[config.mk]
export PLATFORM = sky130hd
export DESIGN_NAME = bcd_tc_addsub
export DESIGN_NICKNAME = d
export VERILOG_FILES = /design/src/rtl/bcd_tc_addsub.sv
export SDC_FILE = /design/constraint.sdc
export NUM_CORES = 1
export LEC_CHECK = 0
export BUFFER_PORTS_ARGS = -buffer_cell sky130_fd_sc_hd__clkbuf_2
export CORE_ASPECT_RATIO = 1.1
export CORE_UTILIZATION = 45
export CTS_CLUSTER_SIZE = 20
export DETAILED_ROUTE_END_ITERATION = 10
export GPL_ROUTABILITY_DRIVEN = 0
export GPL_TIMING_DRIVEN = 0
export PLACE_DENSITY_LB_ADDON = 0.3
export SLEW_MARGIN = 20
export SYNTH_ARGS = -nofsm -noshare
export SYNTH_HDL_FRONTEND = slang
export SYNTH_SLANG_ARGS = --single-unit
[constraint.sdc]
create_clock -name clk -period 6.05 [get_ports clk]
set_input_delay 0.605 -clock clk [delete_from_list [all_inputs] [get_ports clk]]
set_output_delay 0.605 -clock clk [all_outputs]
set_load 0.05 [all_outputs]
[src/rtl/bcd_tc_addsub.sv]
module bcd_tc_addsub #(
  parameter int DIGITS = 4
) (
  input  logic                clk,
  input  logic                rst_n,
  input  logic                op_sub,
  input  logic                carry_in,
  input  logic [4*DIGITS-1:0] opa,
  input  logic [4*DIGITS-1:0] opb,
  output logic [4*DIGITS-1:0] result,
  output logic                carry_out,
  output logic                overflow
);
  localparam int W = 4 * DIGITS;

  logic [DIGITS:0] chain;
  logic [W-1:0]    sum_d;
  logic            ovf_d;

  assign chain[0] = op_sub | carry_in;

  for (genvar i = 0; i < DIGITS; i++) begin : g_digit
    logic [3:0] da, db, db_nc, db_eff, corr;
    logic [4:0] pair, bin;
    logic       gen_add, prop_add, gen_sub, prop_sub, gen, prop;

    assign da    = opa[4*i +: 4];
    assign db    = opb[4*i +: 4];
    assign db_nc = 4'd9 - db;

    assign pair     = {1'b0, da} + {1'b0, db};
    assign gen_add  = pair > 5'd9;
    assign prop_add = pair == 5'd9;
    assign gen_sub  = da > db;
    assign prop_sub = da == db;

    assign gen  = op_sub ? gen_sub  : gen_add;
    assign prop = op_sub ? prop_sub : prop_add;
    assign chain[i+1] = gen | (prop & chain[i]);

    assign db_eff = op_sub ? db_nc : db;
    assign bin    = {1'b0, da} + {1'b0, db_eff} + {4'b0000, chain[i]};
    assign corr   = chain[i+1] ? bin[3:0] + 4'd6 : bin[3:0];
    assign sum_d[4*i +: 4] = corr;


    digit_range_chk: assert property (@(posedge clk) disable iff (!rst_n)
      result[4*i +: 4] <= 4'd9);
  end

  logic [3:0] lead_a, lead_b, lead_r;
  logic       neg_a, neg_b, neg_r;

  assign lead_a = opa[W-1 -: 4];
  assign lead_b = op_sub ? 4'd9 - opb[W-1 -: 4] : opb[W-1 -: 4];
  assign lead_r = sum_d[W-1 -: 4];
  assign neg_a  = lead_a >= 4'd5;
  assign neg_b  = lead_b >= 4'd5;
  assign neg_r  = lead_r >= 4'd5;
  assign ovf_d  = (neg_a == neg_b) && (neg_r != neg_a);

  always_ff @(posedge clk) begin
    if (!rst_n) begin
      result    <= '0;
      carry_out <= 1'b0;
      overflow  <= 1'b0;
    end else begin
      result    <= sum_d;
      carry_out <= chain[DIGITS];
      overflow  <= ovf_d;
    end
  end


  sub_self_zero_chk: assert property (@(posedge clk) disable iff (!rst_n)
    (op_sub && opa == opb) |=> (result == '0 && carry_out && !overflow));


  add_zero_chk: assert property (@(posedge clk) disable iff (!rst_n)
    (!op_sub && !carry_in && opb == '0) |=>
      (result == $past(opa) && !carry_out && !overflow));


  ovf_sign_chk: assert property (@(posedge clk) disable iff (!rst_n)
    overflow |-> (($past(opa[W-1 -: 4]) >= 4'd5) != (result[W-1 -: 4] >= 4'd5)));


  sub_zero_chk: assert property (@(posedge clk) disable iff (!rst_n)
    (op_sub && opb == '0) |=> (result == $past(opa) && carry_out));
endmodule

==> impl_metrics.ini <==
[final_layout]
synthToLayoutAreaGrowth_pct = 16.1
drive_gt1_frac = 0.213
multi_input_area_mm2 = 0.00188
final_common_cell = clkbuf_2
antenna_cells = 0
final_util = 0.552
final_cell_mix = clkbuf_2 (52), ha_1 (44), inv_1 (33), xnor2_1 (19), dfxtp_1 (18)
fillers = 500
nets = 421
layout.area.seq_um2 = 360

[detailed_routing]
ant_nets = 0
first_pass_iters = 4
finalWirelength_um = 4660
drc_errors = 0
vias = 1985
viasPerCell = 5.14
wl_per_cell_um = 12.1
drt_iter0_drc = 74

[logic_synthesis]
ys_ff_latch = 18
synth_area_mm2 = 0.00241
syn_nets = 364
synth_seq_area_share = 0.149
synth.distinct_cells = 50
synth-edff-count = 0
synth_ff_type = dfxtp_1
async_flop_share = 0
yosys_warnings = 0
synthCells = 272
avgSynthCellArea_um2 = 8.86

[placed_design]
hpwl_um = 4030
io_buffers = 52

[floorplan]
dieArea_mm2 = 0.00565
num_rows = 27
initial_utilization = 0.476
coreArea_mm2 = 0.00507
die_h_um = 78.8
io_pins = 54
fp.dieW_um = 71.8

[sta]
final-hold-violation-count = 0
fin_crit_sh = 0.691
setup_tns_ns = 0
slew_viol_final = 0
rsz0062_at_grt = no
max_freq_ghz = 0.239
setup_violations = 0
relSlewSlack = 0.653
min_period_ns = 4.18
tightest_slew_ns = 0.521

[clock_tree]
clock_sinks = 18
cts_resized = 0
numCtsBuffers = 3
post_cts_buffers = 0
clk_pin_slew_ns = 0.07
ctsHtreeMaxLevel = 1
ctsHoldBuffers = 0
cts_tree = yes
root_buffer = clkbuf_8
clk_path_buf_depth = 2

[critical_path]
crit_slowest_cell = fa_1
arrival_ns = 4.37
end_kind = flip-flop
path_cells = clkbuf_2 > ha_1 > inv_1 > fa_1 > xor2_1 > nor4b_1 > o221ai_1 > a21oi_1 > or3_1 > buf_6 > o21a_4 > inv_6 > fa_1 > inv_1 > fa_1 > or3_1 > a311oi_2 > mux2i_1
critPathMostFrequentCell = fa_1
path_class = primary input to flip-flop
worstSetupStartpointType = primary input
worstPathRequired_ns = 6.23
crit_fanout = 6
cp_slowest_stage_delay_ns = 0.47

[worst_hold_path]
hp-start = opa[0]
holdPathEnd = result[0]
min_path_type = primary input to flip-flop
whs_path_depth = 4

[global_routing]
grt_start_max_net_pins = 11
antenna_found_initial = 0
grt_pass1_vias = 1749
grt_pass1_wl_um = 7430
grt.total_usage = 0.165
overflow = 0

[power_and_ir_drop]
p_total_uw = 651
power_leakage_uw = 0.00139
peakVddDrop_uv = 116
power_density_mw_per_mm2 = 233

[run_status]
run_status = completed

[run]
cap_violations = 0
==> power breakdown <==
part           switching [µW]  internal, µW  total, µW
clock network            41.4          57.8       99.2
registers                7.57           148        155
logic                     248           149        397
==> synth_stat cells (2+ instances only) <==
library cell / n / area share
ha_1: 44 / 0.23
inv_1: 33 / 0.051
xnor2_1: 19 / 0.069
dfxtp_1: 18 / 0.15
a21oi_1: 13 / 0.027
nor2_1: 13 / 0.020
xor2_1: 13 / 0.047
fa_1: 12 / 0.10
nand2_1: 10 / 0.016
o21ai_0: 10 / 0.021
and2_1: 9 / 0.023
nor2b_1: 8 / 0.021
o21bai_1: 7 / 0.022
mux2i_1: 5 / 0.021
nor3_1: 5 / 0.010
nand2b_1: 4 / 0.010
o21a_1: 4 / 0.012
a21boi_0: 3 / 0.0093
or3_1: 3 / 0.0078
and3_1: 2 / 0.0052
buf_6: 2 / 0.0093
clkbuf_1: 2 / 0.0031
nand3_1: 2 / 0.0042
nand3b_1: 2 / 0.0062
nand4_1: 2 / 0.0052
o2111ai_1: 2 / 0.0073
or3_2: 2 / 0.0062
==> worst max path at each step <==
stage | from | end | slack (ns) | cells after the start
finish | opb[4] | overflow | 1.87 | 18
floorplan | opa[4] | overflow | 1.96 | 16
detailed placement | opb[4] | overflow | 1.58 | 18
CTS | opb[4] | overflow | 1.84 | 18
global placement | opb[4] | overflow | 1.60 | 18
global route | opb[4] | overflow | 1.55 | 19
==> kinds of logic (layout without fill, tap and decap cells) <==
logic type	count (synthesis)	count (layout)	share of synthesized area
buffers and inverters	39	95	0.0721
muxes	6	6	0.0270
adders and majority gates	56	56	0.328
AOI/OAI and AO/OA	55	55	0.159
DFF	18	18	0.149
xor gates and xnor gates	32	32	0.116
and+or+nand+nor	66	66	0.148
==> per-stage QoR <==
step / instance area (µm²) / setup WS [ns] / std cells / hold WS [ns]
after floorplan: 2410 / 1.96 / 272 / 0.830
after global placement: 2740 / 1.60 / 382 / 1.03
after detailed placement: 2740 / 1.58 / 382 / 1.04
after CTS: 2800 / 1.84 / 386 / 0.777
after global routing: 2800 / 1.55 / 386 / 0.807
final: 2800 / 1.87 / 386 / 0.784
==> final cells by class <==
cell class                      instances  area share
Tap cell                               58      0.0259
Timing Repair Buffer                   52      0.0930
Buffer                                  5      0.0148
Sequential cell                        18       0.129
Multi-Input combinational cell        215       0.671
Inverter                               34      0.0474
Clock buffer                            4      0.0197
==> critical path: cells and delay by family <==
family	cells	cell delay, ns
mux	1	0.21
compound gates	4	0.76
simple gates	3	0.79
xor+xnor	1	0.16
fa+ha+maj	4	1.41
buf+inv	5	0.42
==> state kept, by name (all words and copies together), names as in the netlist <==
signal     count
carry_out      1
overflow       1
result        16
==> layer usage <==
metal | up-vias | wire [µm] | GRT usage
li1 | 1033 | - | -
met1 | 900 | 2170 | 0.204
met2 | 46 | 2300 | 0.295
met3 | 6 | 129 | 0.0114
met4 | 0 | 65 | 0.0667
met5 | - | 0 | 0
(Power assumes the default switching activity.)
